## config.mk

```make
export PLATFORM = sky130hd
export DESIGN_NAME = hs_bridge_2to4
export DESIGN_NICKNAME = d
export VERILOG_FILES = /design/src/rtl/hsb_pkg.sv /design/src/rtl/hsb_toggle_sense.sv /design/src/rtl/hsb_word_hold.sv /design/src/rtl/hsb_rtz_seq.sv /design/src/rtl/hs_bridge_2to4.sv
export SDC_FILE = /design/constraint.sdc
export NUM_CORES = 1
export LEC_CHECK = 0
export BUFFER_PORTS_ARGS = -buffer_cell sky130_fd_sc_hd__buf_4
export CORE_MARGIN = 2
export CORE_UTILIZATION = 40
export CTS_CLUSTER_DIAMETER = 60
export CTS_CLUSTER_SIZE = 12
export DETAILED_ROUTE_END_ITERATION = 16
export HOLD_SLACK_MARGIN = 0.08
export PLACE_DENSITY = 0.66
export SYNTH_ARGS = -nofsm -noshare
export SYNTH_HDL_FRONTEND = slang
export SYNTH_SLANG_ARGS = --single-unit
```

## constraint.sdc

```tcl
create_clock -name clk -period 1.2 [get_ports clk]
set_input_delay 0.24 -clock clk [delete_from_list [all_inputs] [get_ports clk]]
set_output_delay 0.24 -clock clk [all_outputs]
set_load 0.01 [all_outputs]
```

## src/rtl/hsb_pkg.sv

```systemverilog
package hsb_pkg;
  typedef enum logic [1:0] {
    RTZ_IDLE    = 2'd0,
    RTZ_WAIT_HI = 2'd1,
    RTZ_WAIT_LO = 2'd2
  } rtz_state_t;
endpackage

```

## src/rtl/hsb_toggle_sense.sv

```systemverilog
module hsb_toggle_sense (
  input  logic clk,
  input  logic rst,
  input  logic lvl_in,
  output logic toggled
);
  logic lvl_seen;

  always_ff @(posedge clk) begin
    if (rst) lvl_seen <= 1'b0;
    else     lvl_seen <= lvl_in;
  end

  assign toggled = lvl_in ^ lvl_seen;

  // a detected change means the held level differs from the input now
  assert_toggle_seen_R2: assert property (@(posedge clk) disable iff (rst)
    toggled |=> (lvl_seen == $past(lvl_in)));
endmodule

```

## src/rtl/hsb_word_hold.sv

```systemverilog
module hsb_word_hold #(
  parameter int DATA_W = 8
) (
  input  logic              clk,
  input  logic              rst,
  input  logic              load,
  input  logic [DATA_W-1:0] d_in,
  output logic [DATA_W-1:0] q_out
);
  always_ff @(posedge clk) begin
    if (rst)       q_out <= '0;
    else if (load) q_out <= d_in;
  end
endmodule

```

## src/rtl/hsb_rtz_seq.sv

```systemverilog
module hsb_rtz_seq
  import hsb_pkg::*;
(
  input  logic clk,
  input  logic rst,
  input  logic evt,
  input  logic snk_ack,
  output logic load,
  output logic busy,
  output logic snk_req,
  output logic src_ack,
  output logic proto_err
);
  rtz_state_t state;

  assign busy = (state != RTZ_IDLE);
  assign load = (state == RTZ_IDLE) && evt;

  always_ff @(posedge clk) begin
    if (rst) begin
      state     <= RTZ_IDLE;
      snk_req   <= 1'b0;
      src_ack   <= 1'b0;
      proto_err <= 1'b0;
    end else begin
      if (evt && busy) proto_err <= 1'b1;
      case (state)
        RTZ_IDLE: begin
          if (evt) begin
            snk_req <= 1'b1;
            state   <= RTZ_WAIT_HI;
          end
        end
        RTZ_WAIT_HI: begin
          if (snk_ack) begin
            snk_req <= 1'b0;
            state   <= RTZ_WAIT_LO;
          end
        end
        RTZ_WAIT_LO: begin
          if (!snk_ack) begin
            src_ack <= ~src_ack;
            state   <= RTZ_IDLE;
          end
        end
        default: begin
          snk_req <= 1'b0;
          state   <= RTZ_IDLE;
        end
      endcase
    end
  end

  // request holds until the consumer answers
  assert_req_hold_R4: assert property (@(posedge clk) disable iff (rst)
    (snk_req && !snk_ack) |=> snk_req);

  // producer acknowledge moves only with the consumer side at rest
  assert_ack_quiet_R5: assert property (@(posedge clk) disable iff (rst)
    !$stable(src_ack) |-> (!snk_req && !snk_ack));

  // error flag is sticky
  assert_err_sticky_R7: assert property (@(posedge clk) disable iff (rst)
    proto_err |=> proto_err);
endmodule

```

## src/rtl/hs_bridge_2to4.sv

```systemverilog
module hs_bridge_2to4 #(
  parameter int DATA_W = 8
) (
  input  logic              clk,
  input  logic              rst,
  input  logic              src_req,
  input  logic [DATA_W-1:0] src_data,
  output logic              src_ack,
  output logic              snk_req,
  output logic [DATA_W-1:0] snk_data,
  input  logic              snk_ack,
  output logic              proto_err
);
  logic evt;
  logic load;
  logic busy;

  hsb_toggle_sense u_sense (
    .clk     (clk),
    .rst     (rst),
    .lvl_in  (src_req),
    .toggled (evt)
  );

  hsb_rtz_seq u_seq (
    .clk       (clk),
    .rst       (rst),
    .evt       (evt),
    .snk_ack   (snk_ack),
    .load      (load),
    .busy      (busy),
    .snk_req   (snk_req),
    .src_ack   (src_ack),
    .proto_err (proto_err)
  );

  hsb_word_hold #(.DATA_W(DATA_W)) u_hold (
    .clk   (clk),
    .rst   (rst),
    .load  (load),
    .d_in  (src_data),
    .q_out (snk_data)
  );

  // consumer word frozen while a level cycle is open
  assert_data_stable_R3: assert property (@(posedge clk) disable iff (rst)
    busy |=> $stable(snk_data));

  // request rises only from an idle bridge
  assert_rise_from_idle_R6: assert property (@(posedge clk) disable iff (rst)
    $rose(snk_req) |-> $past(!busy));
endmodule

```

==> metrics, run 1 <==
setup bufs post-CTS=0; Starting Density=0.418; CTS root buffer=clkbuf_4; post-synth cell types=19; Worst Tran Pin Value=0.277 ns; critical path launch point=u_seq.state[1]; dpl cell area=791 um2; Power Total=0.00111 W; CP Data Arrival Time=1.17 ns; register area=280 um2; post-route setup TNS=0 ns; first-pass GRT wire length=1790 um; Worst Skew=0.00284 ns; hold path depth=2; core area=1470 um2; power per cell area=1350 nW/um2; FILL cells=143; DR iter-0 viols=6; area grow syn2layout=34.6%; Ys Warns=0; Worst EP required=1.37 ns; I/O pin count=23; post-CTS sizing=0; width of the die=43.2 um; sequential share of the synthesized area=0.456; max_cap viols=0; CTS tree=built; CP startpoint kind=flip-flop; Post-Synthesis Cell Area=614 um2; gr usage total=0.130; Synth area leader=dfxtp_1; Post-Layout Inst Area=827 um2; CTS Buf Count=3; clk_lat worst skew=0.27 ns; Final Hold Viols=0; Final Setup Violations=0; Worst Setup EP=u_hold.q_out[5]; clock sink total=14; die area=1870 um2; #FFs+latches synth=14; DR WL/cell=10.9 um; Multi-input gate area=307 um2; share of layout cells above drive strength 1=0.459; drt drc=0; die height=43.2 um; Worst setup EP type=flip-flop; DP HPWL=772 um; Congestion Overflow GR=0; # rows=14; Cells after Synth=61; Peak VDD IR=0.649 mV; HP Class=in -> reg; min cycle time layout=0.997 ns; PortBufs=22; Max Root-Sink Buffers=2; reg-to-reg startpoint=u_seq.state[1]; Pre-antenna DRT Iters=4; R2R setup slack=0.20 ns; Final Cycle Share=0.831; Pins Over Slew Limit=0; htree depth=1; CP max FO=8; Crit Path Class=reg -> reg; DR vias=488; Final Util=0.562; Worst R2R End=u_hold.q_out[5]; Post-Syn Area per Cell=10.1 um2; initial antenna violation count=0; ant diodes=0; final net count=98; Synth area leaders=dfxtp_1 (46%), nand4b_1 (11%), o21ai_2 (11%), nand2b_1 (8.1%), xnor2_1 (2.9%); vias in the first global route=414; Routed Antenna Nets=0; drt total wl=1100 um; largest net degree at the start of global routing=23; outcome=complete, no violations; R2R cell count=3; Peak Freq=1000 MHz; Yosys top cell area share=0.456; RSZ-0062 raised after global routing=false; Mapped Nets=73; Placer Congestion=0.630; vias per cell=4.83; clock-pin slew on the worst setup and hold paths=0.09 ns; Slew HR=0.815; P_leak=0.345 nW; CTS Hold Bufs=0
==> sequential cells by signal, summed over array words and instances, names as in the netlist <==
register / cells
u_sense.lvl_seen: 1
u_seq.proto_err: 1
u_hold.q_out: 8
u_seq.src_ack: 1
u_seq.snk_req: 1
u_seq.state: 2
==> synthesized netlist by cell type, drive strengths merged <==
| library cell | n |
|---|---|
| xnor2 | 2 |
| clkbuf | 2 |
| dfxtp | 14 |
| nand4b | 8 |
| and2 | 1 |
| xor2 | 1 |
| nand2b | 8 |
| nor2b | 1 |
| nand2 | 3 |
| nor3b | 2 |
| buf | 2 |
| nor2 | 3 |
| a21oi | 3 |
| o21ai | 10 |
| inv | 1 |
==> cells by family (layout without fill, tap and decap cells) <==
kind of cell | after synthesis | in the layout | synth area share
AOI/OAI and AO/OA | 13 | 13 | 0.155
and+or+nand+nor | 26 | 26 | 0.301
buffers and inverters | 5 | 29 | 0.0448
DFF | 14 | 14 | 0.456
xor gates and xnor gates | 3 | 3 | 0.0428
==> area by class of cell <==
type	count	share of cell area
clock buffer	4	0.0439
inverter	1	0.00454
multi-input combinational	42	0.371
sequential	14	0.339
tap	16	0.0242
timing repair buffer	24	0.218
==> worst max-delay path, stage by stage (launching register included) <==
cell and delay [ns]:
dfxtp_1 0.38, nor2_4 0.18, and2_4 0.25, o21ai_2 0.08
==> cell usage in the layout, fill, tap and decap left out, types with 2 or more instances in the layout <==
| master | synthesis | layout |
|---|---|---|
| dfxtp_1 | 14 | 14 |
| nand2b_1 | 8 | 8 |
| buf_4 | 0 | 24 |
| o21ai_0 | 2 | 2 |
| nand4b_1 | 8 | 8 |
| nor2_1 | 2 | 2 |
| a21oi_1 | 3 | 3 |
| clkbuf_4 | 0 | 3 |
| nand2_1 | 3 | 3 |
| o21ai_2 | 8 | 8 |
| xnor2_1 | 2 | 2 |
==> per-stage QoR <==
| stage | hold slack (ns) | instances | setup slack, ns |
|---|---|---|---|
| 6_report | 0.199 | 101 | 0.203 |
| 5_1_grt | 0.225 | 101 | 0.0839 |
| 4_1_cts | 0.198 | 101 | 0.192 |
| 3_5_place_dp | 0.445 | 97 | 0.202 |
| 3_3_place_gp | 0.442 | 97 | 0.205 |
| 2_1_floorplan | 0.368 | 61 | 0.190 |
==> per-layer routing <==
metal  global-route usage  vias up  part of all wire
met4               0.0909        0            0.0091
met2                0.176       12              0.43
met5                    0        -                 0
li1                     -      258                 -
met1                0.181      216              0.50
met3               0.0255        2             0.054
==> worst min-delay path by stage <==
stage	slack, ns	end	start
after floorplan	0.37	u_sense.lvl_seen	src_req
after global placement	0.44	u_seq.proto_err	u_seq.proto_err
after detailed placement	0.45	u_seq.proto_err	u_seq.proto_err
after CTS	0.20	u_sense.lvl_seen	src_req
after global routing	0.22	u_sense.lvl_seen	src_req
final	0.20	u_sense.lvl_seen	src_req
==> where the power goes <==
part | internal [W] | switching (W) | leakage [nW]
sequential | 0.000506 | 0.0000293 | 0.115
clock | 0.000184 | 0.000154 | 0.0210
combinational | 0.000126 | 0.000114 | 0.209
total | 0.000817 | 0.000298 | 0.345
Note: power is estimated with default switching activity, not from simulation.
==> inputs of run 2 (changes only) <==
Clock period 1.2 ns to 1 ns, I/O delays scaled along.
==> run 2 against run 1 <==
  * Wire length grew 15%
  * Hold slack lost 0.0064 ns
  * Final cell count grew 4.0%
  * Core utilization grew 4.4 points
  * Die area is the same
  * Critical path type unchanged
  * Power grew 25%
  * Critical path depth is the same
  * Clock skew grew 0.00085 ns
==> metrics, run 2 (synthesis gave the netlist of run 1 again) <==
outcome=complete, no violations (unchanged); Final Cycle Share=0.986 (was 0.831); hold_sp=src_req (unchanged); max_cap viols=0 (unchanged); Pins Over Slew Limit=0 (unchanged); most frequent cells in the layout=buf_4 (26), dfxtp_1 (10), nand2b_1 (8), nand4b_1 (8), o21ai_2 (8) (was buf_4 (24), dfxtp_1 (14), nand2b_1 (8), nand4b_1 (8), o21ai_2 (8)); Congestion Overflow GR=0 (unchanged); CTS tree=built (unchanged); Net Sw Power=0.000381 W (was 0.000298 W); CP startpoint kind=flip-flop (unchanged); Pre-antenna DRT Iters=3 (was 4); CP bufs+invs=0 (unchanged); share of layout cells above drive strength 1=0.573 (was 0.459); core area=1470 um2 (unchanged); CP max stage delay=0.37 ns (was 0.38 ns); Largest Register=u_hold.q_out (unchanged); die height=43.2 um (unchanged); Max Root-Sink Buffers=2 (unchanged); Peak VDD IR=0.791 mV (was 0.649 mV); Worst Tran Pin Value=0.185 ns (was 0.277 ns); post-route setup TNS=0 ns (unchanged); Worst Setup EP=u_hold.q_out[2] (was u_hold.q_out[5]); Starting Density=0.418 (unchanged); final setup margin=0.0136 ns (was 0.203 ns); Stages on worst setup path=3 (unchanged); cell-by-cell trace of the critical path=xor2_4 > and2_4 > o21ai_2 (was nor2_4 > and2_4 > o21ai_2); Final Util=0.606 (was 0.562); CP Data Arrival Time=1.16 ns (was 1.17 ns); part of the power in registers=0.464 (was 0.481); htree depth=1 (unchanged); drt total wl=1260 um (was 1100 um); width of the die=43.2 um (unchanged); area grow syn2layout=45.2% (was 34.6%); clock-pin slew on the worst setup and hold paths=0.09 ns (about the same); ant diodes=0 (unchanged); Worst EP required=1.17 ns (was 1.37 ns); CTS root buffer=clkbuf_4 (unchanged); Final Hold Viols=0 (unchanged); critical path launch point=u_sense.lvl_seen (was u_seq.state[1]); drt drc=0 (unchanged); power per cell area=1560 nW/um2 (was 1350 nW/um2); RSZ-0062 raised after global routing=true (was false); Crit Path Class=reg -> reg (unchanged); die area=1870 um2 (unchanged); clk_lat worst skew=0.28 ns (was 0.27 ns); vias per cell=4.83 (about the same); first-pass GRT wire length=1920 um (was 1790 um); Slew HR=0.877 (was 0.815); biggest regs=u_hold.q_out: 8 flops, u_seq.state: 2 flops (unchanged); initial antenna violation count=0 (unchanged); Placer Congestion=0.650 (was 0.630); DR vias=507 (was 488); HP Class=in -> reg (unchanged); Peak Freq=1010 MHz (was 1000 MHz); gr usage total=0.142 (was 0.130); I/O pin count=23 (unchanged); min cycle time layout=0.986 ns (was 0.997 ns); Final Setup Violations=0 (unchanged); CTS Buf Count=3 (unchanged); Power Total=0.00139 W (was 0.00111 W); final net count=102 (was 98); clock sink total=14 (unchanged); DR WL/cell=12.0 um (was 10.9 um); Gate power share=0.243 (was 0.215); Worst Skew=0.00369 ns (was 0.00284 ns); Worst setup EP type=flip-flop (unchanged); Worst R2R End=u_hold.q_out[2] (was u_hold.q_out[5]); clock share of power=0.293 (was 0.304); R2R setup slack=0.01 ns (was 0.20 ns); max reg flops=8 (unchanged); reg-to-reg startpoint=u_sense.lvl_seen (was u_seq.state[1]); # rows=14 (unchanged); slowest CP cell=dfxtp_2 (was dfxtp_1); delay-heaviest family, CP=flip-flops (was simple AND/OR/NAND/NOR gates); most common cell after layout, fill and taps aside=buf_4 (unchanged); DP HPWL=762 um (was 772 um); vias in the first global route=422 (was 414); pre-CTS setup slack=0.0226 ns (was 0.202 ns); Switching Share=0.274 (was 0.267); PortBufs=22 (unchanged); Int Pwr=0.00101 W (was 0.000817 W); DR iter-0 viols=3 (was 6); CP max FO=8 (unchanged); Routed Antenna Nets=0 (unchanged); R2R cell count=3 (unchanged); largest net degree at the start of global routing=23 (unchanged); P_leak=0.370 nW (was 0.345 nW)
## run 2: cell count changes in the layout (fill, tap and decap cells not counted), sizes merged
cell / change
buf: +4
## run 2: area by class of cell
cell class / instances / area [um2]
Fill cell: 145 / 579
Multi-Input combinational cell: 42 / 335
Sequential cell: 14 / 285
Timing Repair Buffer: 28 / 211
Clock buffer: 4 / 36.3
Tap cell: 16 / 20.0
Inverter: 1 / 3.75
## run 2: timing repair
item                                    4_1_cts  5_1_grt
hold buffers                                  0        0
endpoints found under the setup margin        0       13
resized for setup                             0       11
setup buffers                                 0        1
## run 2: worst min-delay path by stage
stage                             endpoint  slack (ns)  depth (start not counted)
after floorplan           u_sense.lvl_seen        0.33                          1
after global placement    u_sense.lvl_seen        0.44                          2
after detailed placement  u_sense.lvl_seen        0.44                          2
after CTS                 u_sense.lvl_seen        0.15                          2
after global routing      u_sense.lvl_seen        0.18                          2
final                     u_sense.lvl_seen        0.19                          2
## run 2: per-layer routing
metal / global-route usage / share of wire
met1: 0.202 / 0.46
met2: 0.185 / 0.47
met3: 0.0255 / 0.051
met4: 0.109 / 0.012
met5: 0 / 0
## run 2: stage by stage
step                      hold slack, ns  area, um2  std cells
after CTS                          0.150        843        103
after global routing               0.185        892        105
final                              0.192        892        105
after detailed placement           0.437        807         99
after global placement             0.440        807         99
after floorplan                    0.328        616         61
## run 2: power groups by stage
| stage | combinational [W] | sequential [W] | clock (W) |
|---|---|---|---|
| after floorplan | 0.000155 | 0.000674 | 0 |
| after global placement | 0.000302 | 0.000655 | 0 |
| after detailed placement | 0.000304 | 0.000656 | 0 |
| after CTS | 0.000306 | 0.000644 | 0.000417 |
| after global routing | 0.000366 | 0.000655 | 0.000445 |
| final | 0.000338 | 0.000647 | 0.000409 |
